===== config.mk =====
export PLATFORM = sky130hd
export DESIGN_NAME = fcd_top
export DESIGN_NICKNAME = d
export VERILOG_FILES = /design/src/rtl/fcd_pkg.sv /design/src/rtl/fcd_addr_match.sv /design/src/rtl/fcd_seq_fsm.sv /design/src/rtl/fcd_prog_port.sv /design/src/rtl/fcd_read_mux.sv /design/src/rtl/fcd_top.sv
export SDC_FILE = /design/constraint.sdc
export NUM_CORES = 1
export LEC_CHECK = 0
export BUFFER_PORTS_ARGS = -buffer_cell sky130_fd_sc_hd__buf_4
export CAP_MARGIN = 20
export CELL_PAD_IN_SITES_DETAIL_PLACEMENT = 1
export CELL_PAD_IN_SITES_GLOBAL_PLACEMENT = 1
export CORE_ASPECT_RATIO = 1.5
export CORE_UTILIZATION = 33
export CTS_CLUSTER_DIAMETER = 40
export DETAILED_ROUTE_END_ITERATION = 10
export PLACE_DENSITY_LB_ADDON = 0.3
export SETUP_SLACK_MARGIN = 0.2
export SYNTH_ARGS = -nofsm -noshare
export SYNTH_HDL_FRONTEND = slang
export SYNTH_SLANG_ARGS = --single-unit

===== constraint.sdc =====
create_clock -name clk -period 2.5 [get_ports clk]
set_input_delay 0.25 -clock clk [delete_from_list [all_inputs] [get_ports clk]]
set_output_delay 0.25 -clock clk [all_outputs]
set_load 0.02 [all_outputs]

===== src/rtl/fcd_pkg.sv =====
package fcd_pkg;
  typedef enum logic [3:0] {
    ST_READ, ST_UNL1, ST_UNL2, ST_PGM_ARG, ST_AUTO,
    ST_BUSY, ST_ERR, ST_BYP, ST_BYP_PGM, ST_BYP_RST
  } fcd_state_e;

  typedef enum logic [2:0] {
    SRC_ARRAY  = 3'd0,
    SRC_MFR    = 3'd1,
    SRC_DEV    = 3'd2,
    SRC_PROT   = 3'd3,
    SRC_STATUS = 3'd4
  } rd_src_e;

  localparam logic [7:0] CMD_KEY_A    = 8'hAA;
  localparam logic [7:0] CMD_KEY_B    = 8'h55;
  localparam logic [7:0] CMD_IDENT    = 8'h90;
  localparam logic [7:0] CMD_PROGRAM  = 8'hA0;
  localparam logic [7:0] CMD_FASTMODE = 8'h20;
  localparam logic [7:0] CMD_RESET    = 8'hF0;
  localparam logic [7:0] CMD_FAST_OUT = 8'h00;
  localparam logic [15:0] MAKER_CODE  = 16'h0020;
endpackage


===== src/rtl/fcd_addr_match.sv =====
module fcd_addr_match #(
  parameter int KEY_W = 11
) (
  input  logic [KEY_W-1:0] key_addr,
  input  logic             alsb,
  input  logic             byte_mode,
  output logic             hit_first,
  output logic             hit_second
);
  localparam int FULL_W = KEY_W + 1;
  localparam logic [FULL_W-1:0] WORD_FIRST  = FULL_W'(12'h555);
  localparam logic [FULL_W-1:0] WORD_SECOND = FULL_W'(12'h2AA);
  localparam logic [FULL_W-1:0] BYTE_FIRST  = FULL_W'(12'hAAA);
  localparam logic [FULL_W-1:0] BYTE_SECOND = FULL_W'(12'h555);

  logic [FULL_W-1:0] key;

  always_comb begin
    key = byte_mode ? {key_addr, alsb} : {1'b0, key_addr};
    hit_first  = byte_mode ? (key == BYTE_FIRST)  : (key == WORD_FIRST);
    hit_second = byte_mode ? (key == BYTE_SECOND) : (key == WORD_SECOND);
  end
endmodule


===== src/rtl/fcd_seq_fsm.sv =====
module fcd_seq_fsm
  import fcd_pkg::*;
(
  input  logic       clk,
  input  logic       rst_n,
  input  logic       fire,
  input  logic       hit_first,
  input  logic       hit_second,
  input  logic [7:0] cmd,
  input  logic       tgt_prot,
  input  logic       op_done,
  input  logic       op_err,
  output fcd_state_e state,
  output logic       launch
);
  fcd_state_e nxt;
  logic from_err, from_err_n;
  logic fast_ret, fast_ret_n;
  fcd_state_e fallback;

  always_comb begin
    fallback   = from_err ? ST_ERR : ST_READ;
    nxt        = state;
    from_err_n = from_err;
    fast_ret_n = fast_ret;
    launch     = 1'b0;
    if (state == ST_BUSY) begin
      if (op_done) nxt = op_err ? ST_ERR : (fast_ret ? ST_BYP : ST_READ);
    end else if (fire) begin
      unique case (state)
        ST_READ, ST_AUTO, ST_ERR: begin
          if (cmd == CMD_RESET) nxt = ST_READ;
          else if (hit_first && cmd == CMD_KEY_A) begin
            nxt        = ST_UNL1;
            from_err_n = (state == ST_ERR);
          end else nxt = (state == ST_ERR) ? ST_ERR : ST_READ;
        end
        ST_UNL1: nxt = (hit_second && cmd == CMD_KEY_B) ? ST_UNL2 : fallback;
        ST_UNL2: begin
          if (cmd == CMD_RESET) nxt = ST_READ;
          else if (hit_first && !from_err) begin
            unique case (cmd)
              CMD_IDENT:    nxt = ST_AUTO;
              CMD_PROGRAM:  nxt = ST_PGM_ARG;
              CMD_FASTMODE: nxt = ST_BYP;
              default:      nxt = ST_READ;
            endcase
          end else nxt = fallback;
        end
        ST_PGM_ARG: begin
          launch     = !tgt_prot;
          fast_ret_n = 1'b0;
          nxt        = tgt_prot ? ST_READ : ST_BUSY;
        end
        ST_BYP: begin
          if (cmd == CMD_PROGRAM) nxt = ST_BYP_PGM;
          else if (cmd == CMD_IDENT) nxt = ST_BYP_RST;
        end
        ST_BYP_PGM: begin
          launch     = !tgt_prot;
          fast_ret_n = 1'b1;
          nxt        = tgt_prot ? ST_BYP : ST_BUSY;
        end
        ST_BYP_RST: nxt = (cmd == CMD_FAST_OUT) ? ST_READ : ST_BYP;
        default: nxt = ST_READ;
      endcase
    end
  end

  always_ff @(posedge clk) begin
    if (!rst_n) begin
      state    <= ST_READ;
      from_err <= 1'b0;
      fast_ret <= 1'b0;
    end else begin
      state    <= nxt;
      from_err <= from_err_n;
      fast_ret <= fast_ret_n;
    end
  end
endmodule


===== src/rtl/fcd_prog_port.sv =====
module fcd_prog_port #(
  parameter int PA_W = 19,
  parameter int DW   = 16
) (
  input  logic            clk,
  input  logic            rst_n,
  input  logic            launch,
  input  logic [PA_W-1:0] tgt_addr,
  input  logic [DW-1:0]   tgt_data,
  input  logic            prog_ready,
  output logic            prog_valid,
  output logic [PA_W-1:0] prog_addr,
  output logic [DW-1:0]   prog_data
);
  always_ff @(posedge clk) begin
    if (!rst_n) begin
      prog_valid <= 1'b0;
      prog_addr  <= '0;
      prog_data  <= '0;
    end else if (launch) begin
      prog_valid <= 1'b1;
      prog_addr  <= tgt_addr;
      prog_data  <= tgt_data;
    end else if (prog_ready) begin
      prog_valid <= 1'b0;
    end
  end
endmodule


===== src/rtl/fcd_read_mux.sv =====
module fcd_read_mux
  import fcd_pkg::*;
#(
  parameter int          BLK_W    = 6,
  parameter logic [15:0] DEV_CODE = 16'h00EE
) (
  input  fcd_state_e               state,
  input  logic [1:0]               rd_sel,
  input  logic [BLK_W-1:0]         rd_blk,
  input  logic [(1<<BLK_W)-1:0]    blk_prot,
  output logic [2:0]               rd_src,
  output logic [15:0]              rd_id
);
  rd_src_e src;

  always_comb begin
    unique case (state)
      ST_BUSY, ST_ERR: src = SRC_STATUS;
      ST_AUTO: begin
        unique case (rd_sel)
          2'b00:   src = SRC_MFR;
          2'b01:   src = SRC_DEV;
          2'b10:   src = SRC_PROT;
          default: src = SRC_ARRAY;
        endcase
      end
      default: src = SRC_ARRAY;
    endcase
    unique case (src)
      SRC_MFR:  rd_id = MAKER_CODE;
      SRC_DEV:  rd_id = DEV_CODE;
      SRC_PROT: rd_id = {15'd0, blk_prot[rd_blk]};
      default:  rd_id = 16'd0;
    endcase
    rd_src = src;
  end
endmodule


===== src/rtl/fcd_top.sv =====
module fcd_top
  import fcd_pkg::*;
#(
  parameter int          ADDR_W   = 18,
  parameter int          DATA_W   = 16,
  parameter int          BLK_W    = 6,
  parameter int          KEY_W    = 11,
  parameter logic [15:0] DEV_CODE = 16'h00EE
) (
  input  logic                     clk,
  input  logic                     rst_n,
  input  logic                     wr_valid,
  output logic                     wr_ready,
  input  logic [ADDR_W-1:0]        wr_addr,
  input  logic                     wr_alsb,
  input  logic [DATA_W-1:0]        wr_data,
  input  logic                     byte_mode,
  input  logic [(1<<BLK_W)-1:0]    blk_prot,
  input  logic [ADDR_W-1:0]        rd_addr,
  output logic [2:0]               rd_src,
  output logic [15:0]              rd_id,
  output logic                     prog_valid,
  input  logic                     prog_ready,
  output logic [ADDR_W:0]          prog_addr,
  output logic [DATA_W-1:0]        prog_data,
  input  logic                     op_done,
  input  logic                     op_err
);
  localparam int BLK_LSB = ADDR_W - BLK_W;

  logic       fire, hit_first, hit_second, launch, tgt_prot;
  fcd_state_e state;

  assign wr_ready = !prog_valid;
  assign fire     = wr_valid && wr_ready;
  assign tgt_prot = blk_prot[wr_addr[ADDR_W-1:BLK_LSB]];

  fcd_addr_match #(.KEY_W(KEY_W)) u_match (
    .key_addr  (wr_addr[KEY_W-1:0]),
    .alsb      (wr_alsb),
    .byte_mode (byte_mode),
    .hit_first (hit_first),
    .hit_second(hit_second)
  );

  fcd_seq_fsm u_fsm (
    .clk       (clk),
    .rst_n     (rst_n),
    .fire      (fire),
    .hit_first (hit_first),
    .hit_second(hit_second),
    .cmd       (wr_data[7:0]),
    .tgt_prot  (tgt_prot),
    .op_done   (op_done),
    .op_err    (op_err),
    .state     (state),
    .launch    (launch)
  );

  fcd_prog_port #(.PA_W(ADDR_W+1), .DW(DATA_W)) u_prog (
    .clk       (clk),
    .rst_n     (rst_n),
    .launch    (launch),
    .tgt_addr  ({wr_addr, wr_alsb}),
    .tgt_data  (wr_data),
    .prog_ready(prog_ready),
    .prog_valid(prog_valid),
    .prog_addr (prog_addr),
    .prog_data (prog_data)
  );

  fcd_read_mux #(.BLK_W(BLK_W), .DEV_CODE(DEV_CODE)) u_rmux (
    .state   (state),
    .rd_sel  (rd_addr[1:0]),
    .rd_blk  (rd_addr[ADDR_W-1:BLK_LSB]),
    .blk_prot(blk_prot),
    .rd_src  (rd_src),
    .rd_id   (rd_id)
  );
endmodule


==> impl_metrics.json, run 1 <==
{
  "critPathTopFamily": "multiplexers",
  "ctsHtreeMaxLevel": 2,
  "yosysWarningCount": 0,
  "max_freq_ghz": 0.453,
  "drive_gt1_frac": 0.415,
  "post_cts_resized": 2,
  "status": "complete, no violations",
  "drc_errors": 0,
  "first_pass_iters": 4,
  "wl_per_cell_um": 16.3,
  "peakVddDrop_uv": 266,
  "end_kind": "primary output",
  "slowest_stage": "mux4_2",
  "synth-edff-count": 0,
  "groute.usage.overall": 0.200,
  "antenna_found_initial": 0,
  "drt-initial-drc-count": 95,
  "drv_slew": 0,
  "syn_area_per_cell_um2": 9.43,
  "synth_commonest_cells": "nand2_1, mux2i_1, dfxtp_1",
  "worstSetupStartpointType": "input pin",
  "grt_max_degree": 78,
  "synthTopCellsByArea": "dfxtp_1, mux4_2, mux2i_1",
  "holdWs_ps": 217,
  "worstHoldStart": "wr_data[10]",
  "drt-total-wl_mm": 10.8,
  "min_period_ps": 2210,
  "crit_required_ps": 2250,
  "setup_ws_ps": 294,
  "synthCells": 377,
  "dieArea_um2": 11200,
  "worstPathCellList": "buf_12 -> mux4_2 -> mux4_2 -> nor2b_1 -> a211oi_2 -> a211oi_1 -> buf_4",
  "rows": 46,
  "reg2reg_slack_ps": 500,
  "path_clk_slew_ps": 60,
  "powerDensity_nw_per_um2": 380,
  "insertion_delay_ps": 290,
  "grt_first_pass_wirelength_mm": 17.5,
  "vias": 3441,
  "yosys.area.top_type_share": 0.236,
  "worstMarginPinSlew_ps": 736,
  "wl_met1_mm": 3.79,
  "area_delta_synth_final_pct": 36.7,
  "drt-vias-per-instance": 5.17,
  "synth_ff_type": "dfxtp_1",
  "wl_met2_mm": 6.15,
  "dieHeight_um": 129,
  "postPlaceCellArea_um2": 4680,
  "synth_area_um2": 3560,
  "maxCapViolations": 0,
  "drt.antenna.violating_nets": 0,
  "crit_type": "input pin to primary output",
  "die_w_um": 86.8,
  "coreArea_um2": 10500,
  "path_buf_inv": 2,
  "async_flop_share": 0,
  "synth_cell_types": 60,
  "hold_violations": 0,
  "setup_violations": 0,
  "detailed_place_hpwl_mm": 9.06,
  "crit_top_cell": "mux4_2",
  "r2r_start": "u_fsm.state[3]",
  "port_buffers": 160,
  "relSlewSlack": 0.509,
  "skew_ps": 4.04,
  "root_buffer": "clkbuf_16",
  "synth.ff_latch_count": 42,
  "yosysMostFrequentCell": "nand2_1",
  "post_cts_buffers": 0,
  "cts_tree": "yes",
  "hold_end": "u_prog.prog_data[10]",
  "max_stage_delay_ps": 520,
  "rsz0062_at_grt": "false",
  "dp_cells": 657,
  "antennaDiodeCount": 0,
  "synth_top_area_cell": "dfxtp_1",
  "leakagePower_nw": 2.07,
  "hold_class": "input pin to register",
  "highest_layer": "met4",
  "ios": 180,
  "rr_endpoint": "u_fsm.state[2]",
  "power.total_mw": 1.85,
  "critPathMaxFanout": 14,
  "yosysSeqAreaShare": 0.236,
  "cts_hold_buf": 0,
  "cp.arrival_ps": 1960,
  "fin_nets": 646,
  "wl_met3_um": 642,
  "postLayoutCellArea_um2": 4860,
  "finalCritPeriodShare": 0.882,
  "globalRouteOverflowTotal": 0,
  "fin_cells": 665,
  "final_util": 0.462,
  "grt_pass1_vias": 3682,
  "hold_path_depth": 3,
  "numCtsBuffers": 5,
  "r2r_cells": 7,
  "gp_congestion": 0.863,
  "start_util": 0.338,
  "cts_buffer_depth": 2,
  "pre_cts_slack_ps": 45.5,
  "tns_ps": 0,
  "clock-sinks": 42
}
==> flip-flops by register name, indices dropped and copies added, names as in the netlist <==
signal and cells:
u_prog.prog_addr 19, u_prog.prog_data 16, u_fsm.state 4, u_fsm.fast_ret 1
u_fsm.from_err 1, u_prog.prog_valid 1
==> per-layer routing <==
| metal | track usage | vias to the layer above |
|---|---|---|
| met5 | 0 | - |
| met4 | 0.0696 | 0 |
| met3 | 0.0401 | 11 |
| met2 | 0.406 | 127 |
| met1 | 0.195 | 1665 |
| li1 | - | 1638 |
==> power breakdown <==
group	internal [mW]	total [mW]	switching, mW
clock network	0.395	0.666	0.271
registers	0.675	0.682	0.00676
logic	0.274	0.498	0.224
total	1.34	1.85	0.502
==> how the worst max path moves through the flow <==
stage,startpoint,end,cells after the start,slack (ps)
4_1_cts,rd_addr[12],rd_id[0],7,210
5_1_grt,rd_addr[12],rd_id[0],7,220
2_1_floorplan,rd_addr[12],rd_id[0],6,220
3_5_place_dp,wr_data[1],u_fsm.state[2],8,50
6_report,rd_addr[12],rd_id[0],7,290
3_3_place_gp,rd_addr[12],rd_id[0],7,110
==> placed cells by master (no fill, tap or decap), types with 3 or more instances in the layout <==
cell type    n
nor2_1      13
nand4_1      4
nor2b_1     10
mux2i_1     52
o21ai_0      4
nand3_1     13
a211oi_1     3
clkbuf_16    5
nand2_1     87
nand2b_1     3
dfxtp_1     42
nor3_1       7
a21oi_1      4
buf_12       3
nor3b_1      3
mux4_2      25
inv_1        8
buf_4      166
mux4_1       3
a22oi_1      6
conb_1       9
nor4bb_1     3
==> worst reg2reg max path: stages, from the launching register on <==
cell and delay [ps]:
dfxtp_1 320, nand2b_1 240, nor2_1 130, o31a_1 150
o41ai_4 410, o2111ai_1 210, nand2b_1 190, o221a_1 230
==> cells by family (layout without fill, tap and decap cells) <==
group	Yosys count	in the layout	synth area share
compound gates	38	38	0.0841
simple gates	163	163	0.222
xor+xnor	1	1	0.00246
other cells	1	9	0.00105
buf+inv	49	185	0.117
fa+ha+maj	2	2	0.00704
flops	42	42	0.236
mux	81	81	0.330
==> cell type report <==
type / count / area (um^2)
clock inverters: 2 / 12.5
well taps: 144 / 180
inverters: 8 / 30.0
multi-input cells: 294 / 2350
flip-flops and latches: 42 / 841
repair buffers: 169 / 1310
clock buffers: 6 / 139
fillers: 1262 / 5670
(Power assumes the default switching activity.)
==> run 2: changes to the inputs <==
- PLACE_DENSITY: not set -> 0.85
- PLACE_DENSITY_LB_ADDON: 0.3 -> not set
==> run 2 against run 1 <==
Against the previous run:
- routed wire length up 3.8%
- combinational power is essentially flat
- clock power barely moved
- hold slack lost 2.8 ps
- sequential power about the same
- clock skew up 1.3 ps
==> impl_metrics.json, run 2 (synthesis gave the netlist of run 1 again) <==
{
  "status": "complete, no violations",
  "worstSetupStartpointType": "input pin",
  "antennaDiodeCount": 0,
  "antenna_found_initial": 0,
  "vias": 3472,
  "ios": 180,
  "grt_max_degree": 78,
  "wl_per_cell_um": 16.9,
  "drt-vias-per-instance": 5.24,
  "ctsHtreeMaxLevel": 2,
  "critPathMaxFanout": 14,
  "end_kind": "primary output",
  "max_freq_ghz": 0.450,
  "gp_congestion": 0.850,
  "drv_slew": 0,
  "hold_class": "input pin to register",
  "worstPathCellList": "buf_12 -> buf_4 -> mux4_2 -> mux4_2 -> mux2i_1 -> a211oi_1 -> buf_4",
  "rsz0062_at_grt": "true",
  "use_met3": 0.0331,
  "fin_nets": 643,
  "final_util": 0.460,
  "area_delta_synth_final_pct": 36.2,
  "port_buffers": 160,
  "cp.arrival_ps": 1970,
  "groute.usage.overall": 0.203,
  "grt_pass1_vias": 3761,
  "most-common-layout-cells": "buf_4, nand2_1, mux2i_1",
  "use_met1": 0.190,
  "insertion_delay_ps": 290,
  "min_period_ps": 2220,
  "slowest_stage": "mux4_2",
  "cts_buffer_depth": 2,
  "layout_commonest_cell": "buf_4",
  "rows": 46,
  "clock-sinks": 42,
  "relSlewSlack": 0.526,
  "drt-total-wl_mm": 11.2,
  "drc_errors": 0,
  "first_pass_iters": 6,
  "start_util": 0.338,
  "dieArea_um2": 11200,
  "dieHeight_um": 129,
  "peakVddDrop_uv": 222,
  "setup_ws_ps": 277,
  "root_buffer": "clkbuf_16",
  "postLayoutCellArea_um2": 4840,
  "grt_use_met2": 0.411,
  "reg.largest.list": "u_prog.prog_addr: 19 flops, u_prog.prog_data: 16 flops, u_fsm.state: 4 flops",
  "crit_type": "input pin to primary output",
  "maxCapViolations": 0,
  "drt.antenna.violating_nets": 0,
  "post_cts_buffers": 0,
  "path_buf_inv": 3,
  "hold_violations": 0,
  "finalCritPeriodShare": 0.889,
  "grt_first_pass_wirelength_mm": 17.7,
  "skew_ps": 5.30,
  "max_stage_delay_ps": 530,
  "postPlaceCellArea_um2": 4650,
  "die_w_um": 86.8,
  "drt-initial-drc-count": 102,
  "worstMarginPinSlew_ps": 711,
  "largest-register": "u_prog.prog_addr",
  "crit_required_ps": 2250,
  "pre_cts_slack_ps": -30.6,
  "detailed_place_hpwl_mm": 9.39,
  "top_usage_layer": "met2",
  "drive_gt1_frac": 0.415,
  "holdWs_ps": 214,
  "leakagePower_nw": 2.05,
  "tns_ps": 0,
  "powerDensity_nw_per_um2": 381,
  "path_clk_slew_ps": 60,
  "cts_tree": "yes",
  "numCtsBuffers": 5,
  "reg2reg_slack_ps": 450,
  "coreArea_um2": 10500,
  "globalRouteOverflowTotal": 0,
  "largest_reg_flops": 19,
  "setup_violations": 0,
  "critPathTopFamily": "multiplexers"
}
==> run 2: power breakdown <==
group          switching [mW]  internal [mW]  leakage (nW)
clock                   0.291          0.373        0.0664
sequential            0.00842          0.675         0.339
combinational           0.226          0.271          1.64
total                   0.525           1.32          2.05
==> run 2: path summary, 6_finish.rpt <==
path | cells after the start | end | from
setup / recovery | 7 | rd_id[0] | rd_addr[12]
hold / removal | 3 | u_prog.prog_addr[12] | wr_addr[11]
setup reg to reg | 7 | u_fsm.state[2] | u_fsm.state[2]
hold reg to reg | 2 | u_prog.prog_addr[11] | u_prog.prog_addr[11]
==> run 2: cell type report <==
type                            instances  area, um^2
Fill cell                            1235        5690
Multi-Input combinational cell        294        2360
Timing Repair Buffer                  166        1280
Sequential cell                        42         842
Tap cell                              144         180
Clock buffer                            5         125
Inverter                                8        30.0
Clock inverter                          3        23.8
==> run 2: per-stage QoR <==
step           instances  total power, mW
6_report             662             1.84
3_5_place_dp         654             1.19
2_1_floorplan        385            0.991
5_1_grt              662             1.93
3_3_place_gp         654             1.17
4_1_cts              662             1.87
==> run 2: worst min-delay path, cell delays in order <==
cell	delay, ps
buf_4	110
nand2_1	50
mux2i_1	60
==> run 2: per-layer routing <==
metal	wire, um	up-vias
li1	-	1630
met1	3830	1667
met2	6440	153
met3	615	22
met4	332	0
met5	0	-
==> run 2: timing repair <==
item,4_1_cts,5_1_grt
hold buffers,0,0
resized for setup,2,6
pin swaps,0,0
setup endpoints to repair,2,5
cloned,0,0
==> run 3: changes to the inputs <==
- PLACE_DENSITY: 0.85 -> 0.8
==> run 3 against run 2 <==
Against the previous run:
- via count fell by 0.75%
- routed wire length rose by 0.17%
- sequential power barely moved
- power fell by 1.1%
- highest routed layer is now met5
==> impl_metrics.json, run 3 (synthesis gave the netlist of run 1 again) <==
{
  "crit_start": "rd_addr[12]",
  "drt-initial-drc-count": 80,
  "ios": 180,
  "groute.usage.overall": 0.202,
  "hold_violations": 0,
  "pre_cts_slack_ps": 39.1,
  "crit_required_ps": 2250,
  "skew_ps": 5.61,
  "reg.largest.list": "u_prog.prog_addr: 19 flops, u_prog.prog_data: 16 flops, u_fsm.state: 4 flops",
  "root_buffer": "clkbuf_16",
  "wl_per_cell_um": 16.9,
  "end_kind": "primary output",
  "vias": 3446,
  "largest-register": "u_prog.prog_addr",
  "leakagePower_nw": 2.07,
  "grt_first_pass_wirelength_mm": 17.8,
  "finalCritPeriodShare": 0.887,
  "coreArea_um2": 10500,
  "globalRouteOverflowTotal": 0,
  "setup_ws_ps": 281,
  "cts_tree": "yes",
  "drv_slew": 0,
  "drive_gt1_frac": 0.413,
  "worstSetupStartpointType": "input pin",
  "gp_congestion": 0.916,
  "rows": 46,
  "rsz0062_at_grt": "false",
  "antennaDiodeCount": 0,
  "first_pass_iters": 4,
  "insertion_delay_ps": 290,
  "min_period_ps": 2220,
  "postLayoutCellArea_um2": 4850,
  "max_freq_ghz": 0.451,
  "final_util": 0.461,
  "drc_errors": 0,
  "power.total_mw": 1.83,
  "most-common-layout-cells": "buf_4, nand2_1, mux2i_1",
  "cts_hold_buf": 0,
  "cts_buffer_depth": 2,
  "worstMarginPinSlew_ps": 596,
  "grt_max_degree": 64,
  "cp.arrival_ps": 1970,
  "tns_ps": 0,
  "drt-vias-per-instance": 5.18,
  "drt.antenna.violating_nets": 0,
  "detailed_place_hpwl_mm": 9.47,
  "die_w_um": 86.8,
  "r2r_cells": 7,
  "status": "complete, no violations",
  "area_delta_synth_final_pct": 36.5,
  "peakVddDrop_uv": 268,
  "setup_violations": 0,
  "path_clk_slew_ps": 60,
  "fin_nets": 646,
  "critPathMaxFanout": 15,
  "reg2reg_slack_ps": 470,
  "postPlaceCellArea_um2": 4690,
  "clock-sinks": 42,
  "relSlewSlack": 0.603,
  "r2r_start": "u_fsm.state[2]",
  "maxCapViolations": 0,
  "ctsHtreeMaxLevel": 2,
  "antenna_found_initial": 0,
  "start_util": 0.338,
  "layout_commonest_cell": "buf_4",
  "largest_reg_flops": 19,
  "hold_class": "input pin to register",
  "post_cts_buffers": 0,
  "dieArea_um2": 11200,
  "dieHeight_um": 129,
  "powerDensity_nw_per_um2": 376,
  "grt_pass1_vias": 3723,
  "numCtsBuffers": 5,
  "drt-total-wl_mm": 11.2,
  "crit_type": "input pin to primary output",
  "cp-endpoint": "rd_id[0]",
  "rr_endpoint": "u_fsm.state[2]",
  "port_buffers": 160
}
==> run 3: layer usage <==
metal | track usage | wire (um) | vias up
met2 | 0.406 | 6270 | 152
met1 | 0.193 | 3890 | 1629
met5 | 0 | 6 | -
met4 | 0.0833 | 357 | 2
met3 | 0.0433 | 716 | 25
li1 | - | - | 1638
==> run 3: worst max-delay path, stage by stage <==
cell and delay (ps):
buf_12 150, mux4_2 510, mux4_2 460, nor2b_1 140, a211oi_1 210, a211oi_1 80, buf_4 170
==> run 3: cell type report <==
class | count | area [um^2]
tap | 144 | 180
clock inverter | 2 | 13.8
sequential | 42 | 841
multi-input combinational | 294 | 2340
inverter | 8 | 30.0
clock buffer | 6 | 129
fill | 1260 | 5680
timing repair buffer | 169 | 1320
==> run 3: worst min-delay path by stage <==
stage | start | end | slack (ps) | depth (start not counted)
2_1_floorplan | wr_alsb | u_prog.prog_addr[0] | 390 | 2
3_3_place_gp | u_prog.prog_data[14] | u_prog.prog_data[14] | 440 | 2
3_5_place_dp | u_prog.prog_data[5] | u_prog.prog_data[5] | 450 | 2
4_1_cts | wr_data[8] | u_prog.prog_data[8] | 220 | 3
5_1_grt | wr_data[13] | u_prog.prog_data[13] | 230 | 3
6_report | wr_data[8] | u_prog.prog_data[8] | 220 | 3
==> run 3: report_power, final <==
part | switching (mW) | leakage, nW | internal (mW)
clock network | 0.270 | 0.0708 | 0.370
registers | 0.00711 | 0.339 | 0.675
logic | 0.229 | 1.66 | 0.274
total | 0.506 | 2.07 | 1.32
==> run 3: metrics by stage <==
| stage | std cells | hold WS [ps] |
|---|---|---|
| final | 665 | 216 |
| after global routing | 665 | 233 |
| after CTS | 665 | 217 |
| after detailed placement | 657 | 451 |
| after global placement | 657 | 443 |
| after floorplan | 385 | 392 |
==> run 3: repair_timing <==
item,in CTS,in global routing
gates cloned,0,0
resized for setup,2,4
endpoints found under the setup margin,1,5
